## src/rtl/pair_alu16.sv

```systemverilog
module pair_alu16 #(
  parameter int W = 16
) (
  input  logic         clk,
  input  logic         rst_n,
  input  logic         en,
  input  logic [2:0]   op,
  input  logic [W-1:0] operand,
  output logic [W-1:0] pair_q,
  output logic [6:0]   flags_q
);
  localparam int HB = W - 4;
  localparam int FS = 6, FZ = 5, FH = 4, FX = 3, FV = 2, FN = 1, FC = 0;
  localparam logic [2:0] OP_ADD = 3'd0, OP_ADC = 3'd1, OP_SUB = 3'd2, OP_SBC = 3'd3,
                         OP_AND = 3'd4, OP_XOR = 3'd5, OP_OR = 3'd6, OP_LD = 3'd7;

  logic         cin;
  logic [W-1:0] add_b;
  logic [W:0]   add_sum;
  logic         add_c_msb;
  logic [W:0]   sub_b;
  logic [W:0]   diff;
  logic         borrow;
  logic [W+1:0] sdiff;
  logic         sub_ov;
  logic [W-1:0] res;
  logic [6:0]   nf;

  assign cin       = flags_q[FC];
  assign add_b     = (op == OP_ADC) ? operand + W'(cin) : operand;
  assign add_sum   = {1'b0, pair_q} + {1'b0, add_b};
  assign add_c_msb = pair_q[W-1] ^ add_b[W-1] ^ add_sum[W-1];

  assign sub_b  = {1'b0, operand} + (W+1)'((op == OP_SBC) && cin);
  assign diff   = {1'b0, pair_q} - sub_b;
  assign borrow = {1'b0, pair_q} < sub_b;
  assign sdiff  = {{2{pair_q[W-1]}}, pair_q} - {{2{operand[W-1]}}, operand}
                  - (W+2)'((op == OP_SBC) && cin);
  assign sub_ov = (sdiff[W+1] != sdiff[W-1]) || (sdiff[W] != sdiff[W-1]);

  always_comb begin
    nf  = flags_q;
    res = pair_q;
    case (op)
      OP_ADD, OP_ADC: begin
        res    = add_sum[W-1:0];
        nf[FC] = add_sum[W];
        nf[FX] = add_sum[W];
        nf[FV] = add_sum[W] ^ add_c_msb;
        nf[FN] = 1'b0;
      end
      OP_SUB: begin
        res    = diff[W-1:0];
        nf[FC] = borrow;
        nf[FX] = flags_q[FX] | borrow;
        nf[FV] = sub_ov;
        nf[FN] = 1'b1;
      end
      OP_SBC: begin
        res    = diff[W-1:0];
        nf[FC] = borrow;
        nf[FH] = pair_q[HB-1:0] < sub_b[HB-1:0];
        nf[FV] = sub_ov;
        nf[FN] = 1'b1;
      end
      OP_AND: begin
        res    = pair_q & operand;
        nf[FH] = 1'b1;
        nf[FX] = 1'b0;
        nf[FN] = 1'b0;
        nf[FC] = 1'b0;
      end
      OP_XOR, OP_OR: begin
        res    = (op == OP_XOR) ? (pair_q ^ operand) : (pair_q | operand);
        nf[FH] = 1'b0;
        nf[FX] = 1'b0;
        nf[FN] = 1'b0;
        nf[FC] = 1'b0;
      end
      default: res = operand;
    endcase
    if (op != OP_LD) begin
      nf[FS] = res[W-1];
      nf[FZ] = (res == '0);
    end
  end

  always_ff @(posedge clk or negedge rst_n) begin
    if (!rst_n) begin
      pair_q  <= '0;
      flags_q <= '0;
    end else if (en) begin
      pair_q  <= res;
      flags_q <= nf;
    end
  end


  hold_when_idle_chk: assert property (@(posedge clk) disable iff (!rst_n)
    !en |=> ($stable(pair_q) && $stable(flags_q)));


  load_keeps_flags_chk: assert property (@(posedge clk) disable iff (!rst_n)
    (en && op == OP_LD) |=> (pair_q == $past(operand) && flags_q == $past(flags_q)));


  half_carry_kept_chk: assert property (@(posedge clk) disable iff (!rst_n)
    (en && (op == OP_ADD || op == OP_ADC || op == OP_SUB)) |=> flags_q[FH] == $past(flags_q[FH]));


  sub_sticky_x_chk: assert property (@(posedge clk) disable iff (!rst_n)
    (en && op == OP_SUB && flags_q[FX]) |=> (flags_q[FX] && flags_q[FN]));


  and_flags_chk: assert property (@(posedge clk) disable iff (!rst_n)
    (en && op == OP_AND) |=> (flags_q[FH] && !flags_q[FX] && !flags_q[FN] && !flags_q[FC]));


  logic_flags_chk: assert property (@(posedge clk) disable iff (!rst_n)
    (en && (op == OP_XOR || op == OP_OR)) |=> (flags_q[FH:FX] == 2'b00 && flags_q[FN:FC] == 2'b00));


  sbc_keeps_x_chk: assert property (@(posedge clk) disable iff (!rst_n)
    (en && op == OP_SBC) |=> (flags_q[FX] == $past(flags_q[FX]) && flags_q[FN]));
endmodule

```

## config.mk

```make
export PLATFORM = sky130hd
export DESIGN_NAME = pair_alu16
export DESIGN_NICKNAME = d
export VERILOG_FILES = /design/src/rtl/pair_alu16.sv
export SDC_FILE = /design/constraint.sdc
export NUM_CORES = 1
export LEC_CHECK = 0
export ABC_AREA = 0
export BUFFER_PORTS_ARGS = -buffer_cell sky130_fd_sc_hd__buf_2
export CORE_UTILIZATION = 45
export CTS_BUF_LIST = sky130_fd_sc_hd__clkbuf_8
export DETAILED_ROUTE_END_ITERATION = 10
export HOLD_SLACK_MARGIN = 0.12
export PLACE_DENSITY_LB_ADDON = 0.12
export SLEW_MARGIN = 10
export SYNTH_ARGS = -nofsm -noshare
export SYNTH_HDL_FRONTEND = slang
export SYNTH_SLANG_ARGS = --single-unit
```

## constraint.sdc

```tcl
create_clock -name clk -period 4.7 [get_ports clk]
set_input_delay 0.94 -clock clk [delete_from_list [all_inputs] [get_ports clk]]
set_output_delay 0.94 -clock clk [all_outputs]
set_load 0.02 [all_outputs]
```

# After elaboration in Yosys (flattened, before gate mapping)
# Cells that the tools add are included.
[totals]
reg_bits = 23
output_inout_bits = 23
elab_cells = 54
inputBits = 22
[classes]
addsub = 6
eq_ne = 9
muxes = 7
magnitude_cmp = 2
reduce_logical = 17
bitwise = 7
[op_table]
columns = ["op", "n"]
rows = [
  ["16-bit case mux with 4 select lines", 1],
  ["16-bit two-way mux", 2],
  ["17-bit by 2-bit subtractor with 18-bit output", 1],
  ["16-bit by 1-bit adder with 17-bit output", 1],
  ["16-bit by 16-bit adder with 17-bit output", 1],
  ["16-bit by 17-bit < comparator with 1-bit output", 1],
  ["16-bit by 16-bit subtractor with 17-bit output", 1],
  ["16-bit by 1-bit adder with 16-bit output", 1],
  ["16-bit AND", 1],
  ["16-bit zero test", 1],
  ["16-bit bitwise OR", 1],
  ["16-bit subtractor", 1],
  ["16-bit bitwise XOR", 1],
  ["12-bit < comparator", 1],
  ["2-bit AND reduction", 5],
  ["3-bit == test, second input constant", 3],
  ["3-bit nonzero test", 3],
  ["3-bit by 2-bit == test with 1-bit output, second input constant", 2],
  ["1-bit case mux with 3 select lines", 2],
  ["2-bit case mux with 3 select lines", 1],
  ["2-bit OR reduction", 3],
  ["3-bit by 1-bit == test with 1-bit output, second input constant", 1],
  ["3-bit zero test", 1],
  ["3-bit != test, second input constant", 1],
  ["8 further kinds", 11],
]

# Logic depth before layout (Yosys ltp)
# Gate-level depths: netlist (run 1).
[depth]
ltp_word = 6
ltp_mapped = 20
depth_no_buf = 18

# Least setup slack after synthesis (run 1)
# Ideal clock, no wire load.
[synth_timing]
kind = "input to register"
from = "input port op[0]"
to = "register flags_q[5]"
arrival_ps = 4874
path_buffers = 3
slack_ps = -240
required_time_ps = 4634
path_stages = 16
cell_sequence = "buf_2 > buf_2 > clkbuf_1 > and3_1 > inv_1 > ha_1 > ha_1 > fa_1 > nand2b_1 > a21oi_1 > a211oi_1 > o32a_1 > or4_1 > a2111o_1 > nor4_1 > a31o_1"
[synth_via]
elab_chain_cells = 6
elab_cells_between_ends = 20
[synth_lines]
columns = ["element", "line_no", "text"]
rows = [
  ["from (decl)", "7", "input logic [2:0] op,"],
  ["3-bit by 2-bit == test with 1-bit output", "34, 44", ""],
  ["1-bit logical AND", "34", "assign sub_b = {1'b0, operand} + (W+1)'((op == OP_SBC) && cin);"],
  ["16-bit by 1-bit adder with 17-bit output", "34", ""],
  ["16-bit subtractor", "35", "assign diff = {1'b0, pair_q} - sub_b;"],
  ["16-bit case mux with 4 select lines", "44", "case (op)"],
  ["16-bit zero test", "84", "nf[FZ] = (res == '0);"],
  ["to (signal assigned)", "94", "flags_q <= nf;"],
  ["to (decl)", "10", "output logic [6:0] flags_q"],
]
# Parallel ways exist; a longest one is shown, timed or not.
# A chain may end at the register's enable or synchronous reset.

# Worst setup path in the final report (run 1)
[layout_timing]
from = "input port op[1]"
to = "register flags_q[5]"
# Same word-level chain as after synthesis.

==> metrics.csv, run 1 <==
stage;metric;value;unit
routing;via_count;4707;
routing;drc;0;
sta;finalCritPeriodShare;94.34;%
pwr;peakVddDrop;0.1616;mV
routing;drt_pre_antenna_iters;5;
floorplan;num_rows;37;
placement;dp_hpwl;12.07;mm
clock_network;numCtsBuffers;3;
setup_path;startpoint_type;primary input;
logic_synthesis;syn_nets;735;
global_route;grt_pass1_wl;24.74;mm
pwr;netSwitchingPower;1.076;mW
cells_and_area;final_nets;796;
pwr;p_leak;2.636;nW
routing;routed_wl;15.42;mm
floorplan;io_pins;45;
pwr;seq_power_share;16.5;%
sta;final_max_slew_viol_count;0;
sta;layout_setup_ws;0.2659;ns
pwr;pwr-share-clk;7.5;%
job;cap_viol_max_count;0;
logic_synthesis;synthTopCellsByArea;ha_1, dfrtp_1, xnor2_1, inv_1, mux2i_1;
logic_synthesis;syn-mean-instance-area;7.862;µm²
clock_network;clkTransAtPathRegs;0.12;ns
routing;avgRoutedWirePerCell;19.06;µm
clock_network;cts_num_sinks;23;
pwr;p_sw_share;52.46;%
logic_synthesis;synth_top_family_by_area;adder cells;
pwr;p_total;2.051;mW
setup_path;crit_chain;buf_2, inv_2, nor2_1, and3_1, ha_2, nand3_1, xnor2_1, ha_1, a21o_1, a21oi_1, nand2_1, xor2_1, a22o_1, or4_1, a2111o_1, nor4_2, a31o_1;
logic_synthesis;netlist_instances;613;
logic_synthesis;yosys.area_share.adder;26.43;%
global_route;grt_overflow;0;
sta;rsz0062_at_grt;no;
cells_and_area;syn_to_final_growth;13.06;%
sta;clock.fmax;0.2255;GHz
pwr;p_per_area;376.3;nW/µm²
setup_path;cp.required;4.95;ns
logic_synthesis;synth_cell_types;60;
logic_synthesis;yosysMostFrequentCell;ha_1;
outcome;status;finished clean;
floorplan;die_y;105.5;µm
global_route;grt_max_degree;30;
logic_synthesis;synth_compound_area_share;23.10;%
sta;slew_headroom;57.26;%
cells_and_area;antenna_cells;0;
logic_synthesis;yosysTopAreaCellShare;25.18;%
floorplan;start_util;46.48;%
routing;drt_iter0_markers;379;
logic_synthesis;synth_mux_area_share;6.231;%
floorplan;coreArea;10370;µm²
placement;port_buffers;44;
clock_network;cts_hold_buf;0;
floorplan;die-width;105.5;µm
logic_synthesis;synth-main-ff-cell;dfrtp_1;
sta;skew;0.01968;ns
routing;drt-vias-per-instance;5.818;
logic_synthesis;synth_simple_gate_area_share;17.39;%
logic_synthesis;ys_seq_area_share;11.94;%
clock_network;cts_htree_levels;1;
cells_and_area;drive_gt1_share;14.56;%
global_route;grtUsageTotal;28.59;%
setup_path;cpPeakStageDelay;0.59;ns
setup_path;path_class;in2reg;
setup_path;critPathArrivalTime;4.68;ns
pwr;p_int;0.9747;mW
logic_synthesis;synth-async-reset-ratio;100.0;%
sta;tightest_slew;0.6411;ns
logic_synthesis;synth-edff-count;0;
setup_path;path_max_fanout;5;
hold_path;hold_path.class;reg2reg;
sta;fin_crit;4.434;ns
floorplan;die_area;11130;µm²
clock_network;cts_tree;done;
sta;final-hold-violation-count;0;
placement;preCtsSetupSlack;-0.1298;ns
global_route;antenna_found_initial;0;
global_route;grt_pass1_vias;4757;
logic_synthesis;synth_seq_cells;23;
placement;gp_congestion;0.9204;
clock_network;clk_latency;0.30;ns
logic_synthesis;synth_warnings;0;
routing;ant_nets;0;
clock_network;root_buffer;clkbuf_8;
sta;setup_viol;0;
logic_synthesis;synthXorXnorAreaFrac;8.359;%
clock_network;clk_path_buf_depth;2;
setup_path;critical-path-slowest-cell;or4_1;
pwr;combPwrFrac;76.0;%
setup_path;end_kind;register;
logic_synthesis;netlist.top_cell.by_area;ha_1;
logic_synthesis;synthTopCellsByCount;ha_1, inv_1, nor2_1;
logic_synthesis;synth_area;4820;µm²
placed cells by master (no fill, tap or decap), types with 4 or more instances in the layout:
cell / count
buf_2: 44
nor3_1: 13
ha_1: 96
mux2i_1: 21
and2_1: 5
mux4_2: 4
nor2b_1: 4
a211o_1: 7
nand2b_1: 8
a221oi_1: 7
a31oi_1: 4
a221o_1: 5
o21a_1: 12
o21ai_1: 10
o21ai_0: 14
o22ai_1: 4
or3_1: 4
xnor2_1: 41
o21bai_1: 4
nand2_1: 49
buf_4: 35
nor2_1: 53
dfrtp_1: 23
inv_1: 57
and3_1: 5
nand4_1: 12
a211oi_1: 6
a21oi_1: 35
a21o_1: 12
nand3_1: 20
xor2_1: 4
path summary, 6_finish.rpt:
| kind | start | to | slack, ns | depth (start not counted) |
|---|---|---|---|---|
| max | op[1] | flags_q[5]$_DFFE_PN0P_ | 0.27 | 17 |
| min | flags_q[1]$_DFFE_PN0P_ | flags_q[1]$_DFFE_PN0P_ | 0.52 | 1 |
| max reg2reg | flags_q[0]$_DFFE_PN0P_ | flags_q[5]$_DFFE_PN0P_ | 0.66 | 16 |
| min reg2reg | flags_q[1]$_DFFE_PN0P_ | flags_q[1]$_DFFE_PN0P_ | 0.52 | 1 |
| max in group asynchronous | rst_n | pair_q[13]$_DFFE_PN0P_ | 3.62 | 1 |
| min in group asynchronous | rst_n | pair_q[2]$_DFFE_PN0P_ | 0.64 | 1 |
cells by family (layout without fill, tap and decap cells):
group	after synthesis	count (layout)
DFF	23	23
adders and majority gates	100	100
AOI/OAI and AO/OA	157	157
xor gates and xnor gates	46	46
muxes	25	25
and+or+nand+nor	179	179
buffers and inverters	83	143
stage by stage:
stage	instance area (µm²)	setup TNS, ns	instances	utilization (%)	hold WS [ns]
6_report	5449	0	809	52.55	0.5250
5_1_grt	5449	0	809	52.55	0.5655
4_1_cts	5433	0	809	52.39	0.5257
3_5_place_dp	5386	-0.1298	805	51.94	0.4945
3_3_place_gp	5386	-0.04876	805	51.94	0.4903
2_1_floorplan	4827	0	613	-	0.6134
power by group through the flow:
stage	registers [mW]	logic, mW	clock network, mW
after global placement	0.338	1.50	0
after global routing	0.350	1.72	0.163
after CTS	0.338	1.54	0.158
after floorplan	0.383	1.03	0
after detailed placement	0.343	1.53	0
final	0.339	1.56	0.153
area by class of cell:
class / count / area [µm²]
multi-input combinational: 507 / 3949
sequential: 23 / 575.6
clock buffer: 3 / 41.29
clock inverter: 1 / 5.005
timing repair buffer: 79 / 483.0
fill: 1068 / 4921
inverter: 60 / 225.2
tap: 136 / 170.2
critical path, delay by kind of cell:
kind / cells / cell delay, ns
AND/OR/NAND/NOR: 6 / 1.43
AO/OA/AOI/OAI: 5 / 1.26
adder cells (fa/ha/maj): 2 / 0.61
XOR/XNOR: 2 / 0.30
buffers and inverters: 2 / 0.14
state kept, by name (all words and copies together), names as in the netlist:
name and cells:
flags_q 7, pair_q 16
routing by layer:
layer,share of wire [%],track usage [%],vias up,wire (µm)
li1,-,-,2328,-
met1,47,38.94,2230,7285
met2,46,48.31,127,7164
met3,4.1,1.979,22,631
met4,2.2,8.631,0,337
met5,0,0,-,0
repair_timing:
action | 4_1_cts | 5_1_grt
buffers inserted | 0 | 0
resized for setup | 0 | 3
endpoints found under the setup margin | 0 | 1
hold endpoints to repair | 0 | 0
No activity file was read; power rests on OpenSTA's default activity.
==> run 2, diff against run 1 <==
--- a/config.mk
+++ b/config.mk
@@ -7,12 +7,12 @@
 export LEC_CHECK = 0
 export ABC_AREA = 0
 export BUFFER_PORTS_ARGS = -buffer_cell sky130_fd_sc_hd__buf_2
-export CORE_UTILIZATION = 45
+export CORE_UTILIZATION = 30
 export CTS_BUF_LIST = sky130_fd_sc_hd__clkbuf_8
 export DETAILED_ROUTE_END_ITERATION = 10
 export HOLD_SLACK_MARGIN = 0.12
 export PLACE_DENSITY_LB_ADDON = 0.12
-export SLEW_MARGIN = 10
+export SLEW_MARGIN = 20
 export SYNTH_ARGS = -nofsm -noshare
 export SYNTH_HDL_FRONTEND = slang
 export SYNTH_SLANG_ARGS = --single-unit
==> metrics.csv, run 2 (synthesis gave the netlist of run 1 again) <==
stage;metric;value;unit;change
pwr;pwr-share-clk;8.0;%;+0.5 points
global_route;grt_overflow;0;;unchanged
cells_and_area;top_regs;pair_q (16), flags_q (7);;
placement;port_buffers;44;;unchanged
sta;setup_viol;0;;unchanged
pwr;p_int;0.9976;mW;+2.3%
floorplan;io_pins;45;;unchanged
routing;avgRoutedWirePerCell;19.55;µm;+2.6%
clock_network;cts_num_sinks;23;;unchanged
pwr;p_leak;2.709;nW;+2.8%
cells_and_area;antenna_cells;0;;unchanged
clock_network;root_buffer;clkbuf_8;;
pwr;peakVddDrop;0.1528;mV;-5.4%
setup_path;startpoint_type;primary input;;
global_route;grt_max_degree;30;;unchanged
cells_and_area;final_nets;811;;+1.9%
sta;clock.fmax;0.2262;GHz;+0.29%
setup_path;cp.required;4.97;ns;+0.02 ns
setup_path;critPathArrivalTime;4.69;ns;about the same
global_route;grt_pass1_wl;27.52;mm;+11%
pwr;netSwitchingPower;1.131;mW;+5.1%
clock_network;cts_tree;done;;
floorplan;die_area;16580;µm²;+49%
routing;drt_iter0_markers;353;;-6.9%
global_route;grt_pass1_vias;4894;;+2.9%
routing;drc;0;;unchanged
setup_path;r2r_slack;0.64;ns;-0.02 ns
placement;placed_cell_area;5593;µm²;+3.8%
sta;finalSetupTns;0;ns;unchanged
outcome;status;finished clean;;
clock_network;clk_latency;0.32;ns;+0.02 ns
pwr;p_total;2.128;mW;+3.8%
clock_network;clk_path_buf_depth;2;;unchanged
cells_and_area;drive_gt1_share;16.28;%;+1.7 points
global_route;grtUsageTotal;22.15;%;-6.4 points
sta;hold_ws;0.5366;ns;+0.01157 ns
routing;routed_wl;17.58;mm;+14%
pwr;combPwrFrac;75.6;%;-0.4 points
floorplan;coreArea;15430;µm²;+49%
pwr;p_sw_share;53.13;%;+0.66 points
sta;final-hold-violation-count;0;;unchanged
cells_and_area;utilization;36.61;%;-16 points
pwr;seq_power_share;16.3;%;-0.2 points
hold_path;hold_path.class;reg2reg;;
setup_path;path_max_fanout;7;;+2
placement;gp_congestion;0.8508;;-7.6%
floorplan;start_util;31.24;%;-15 points
sta;slew_headroom;55.52;%;-1.7 points
routing;drt-vias-per-instance;5.437;;-6.6%
cells_and_area;final_common_cell;ha_1;;
cells_and_area;most-common-layout-cells;ha_1, inv_1, nor2_1, buf_4, nand2_1;;
sta;tightest_slew;0.6672;ns;+0.02609 ns
sta;skew;0.01448;ns;-0.005194 ns
sta;fin_crit;4.421;ns;-0.01277 ns
cells_and_area;fin_area;5648;µm²;+3.7%
setup_path;end_kind;register;;
cells_and_area;top_register;pair_q;;
sta;finalCritPeriodShare;94.07;%;-0.27 points
clock_network;post-cts-setup-buffer-count;0;;unchanged
cells_and_area;largest_register_ff_count;16;;unchanged
routing;ant_nets;0;;unchanged
sta;rsz0062_at_grt;no;;
clock_network;clkTransAtPathRegs;0.14;ns;+0.02 ns
floorplan;die-width;128.8;µm;+22%
job;cap_viol_max_count;0;;unchanged
floorplan;num_rows;45;;+22%
routing;drt_pre_antenna_iters;4;;-1
routing;via_count;4888;;+3.8%
sta;final_max_slew_viol_count;0;;unchanged
placement;dp_hpwl;13.88;mm;+15%
cells_and_area;syn_to_final_growth;17.19;%;
pwr;p_per_area;376.8;nW/µm²;+0.13%
clock_network;cts_htree_levels;1;;unchanged
clock_network;numCtsBuffers;3;;unchanged
global_route;antenna_found_initial;0;;unchanged
setup_path;path_class;in2reg;;
floorplan;die_y;128.8;µm;+22%
## run 2: path summary, 6_finish.rpt
| check | start | endpoint | cells past startpoint |
|---|---|---|---|
| setup / recovery | op[1] | flags_q[5]$_DFFE_PN0P_ | 18 |
| hold / removal | flags_q[1]$_DFFE_PN0P_ | flags_q[1]$_DFFE_PN0P_ | 1 |
| setup reg to reg | flags_q[0]$_DFFE_PN0P_ | flags_q[3]$_DFFE_PN0P_ | 16 |
| hold reg to reg | flags_q[1]$_DFFE_PN0P_ | flags_q[1]$_DFFE_PN0P_ | 1 |
| max in group asynchronous | rst_n | pair_q[12]$_DFFE_PN0P_ | 1 |
| min in group asynchronous | rst_n | pair_q[2]$_DFFE_PN0P_ | 1 |
## run 2: cell type report
type | count | area, µm²
multi-input combinational | 507 | 3941
tap | 211 | 264.0
clock inverter | 1 | 5.005
inverter | 60 | 225.2
sequential | 23 | 575.6
fill | 1664 | 9779
clock buffer | 3 | 41.29
timing repair buffer | 94 | 595.6
## run 2: per-stage QoR
| step | setup slack, ns | instances |
|---|---|---|
| 3_5_place_dp | -0.1357 | 895 |
| 6_report | 0.2787 | 899 |
| 5_1_grt | 0.05563 | 899 |
| 3_3_place_gp | -0.1661 | 895 |
| 2_1_floorplan | 0.02697 | 613 |
| 4_1_cts | 0.1791 | 899 |
## run 2: power groups by stage
| stage | Combinational [mW] | Clock [mW] | Sequential (mW) |
|---|---|---|---|
| 3_5_place_dp | 1.58 | 0 | 0.353 |
| 4_1_cts | 1.60 | 0.173 | 0.350 |
| 5_1_grt | 1.79 | 0.180 | 0.360 |
| 2_1_floorplan | 1.03 | 0 | 0.383 |
| 6_report | 1.61 | 0.171 | 0.348 |
| 3_3_place_gp | 1.58 | 0 | 0.351 |
## run 2: repair_timing
| item | CTS | global route |
|---|---|---|
| setup endpoints to repair | 0 | 1 |
| hold buffers | 0 | 0 |
| gates resized for setup | 0 | 2 |
## run 2: critical path, cell delays in order
cell      delay, ns
buf_2          0.12
buf_4          0.14
nor2_1         0.12
and2_1         0.16
buf_4          0.15
nand2_1        0.05
o21ai_0        0.07
ha_1           0.23
inv_1          0.07
fa_1           0.42
nor2b_4        0.17
o31a_1         0.21
a211oi_1       0.10
o32a_1         0.41
or4_1          0.53
a2111o_1       0.44
nor4_1         0.19
a31o_1         0.17
## run 2: per-layer routing
metal,GRT usage [%],share of wire [%],vias to the layer above
met5,0,0,-
met4,6.990,2.2,0
met3,1.996,5.0,22
met2,37.42,46,146
met1,29.71,47,2363
li1,-,-,2357
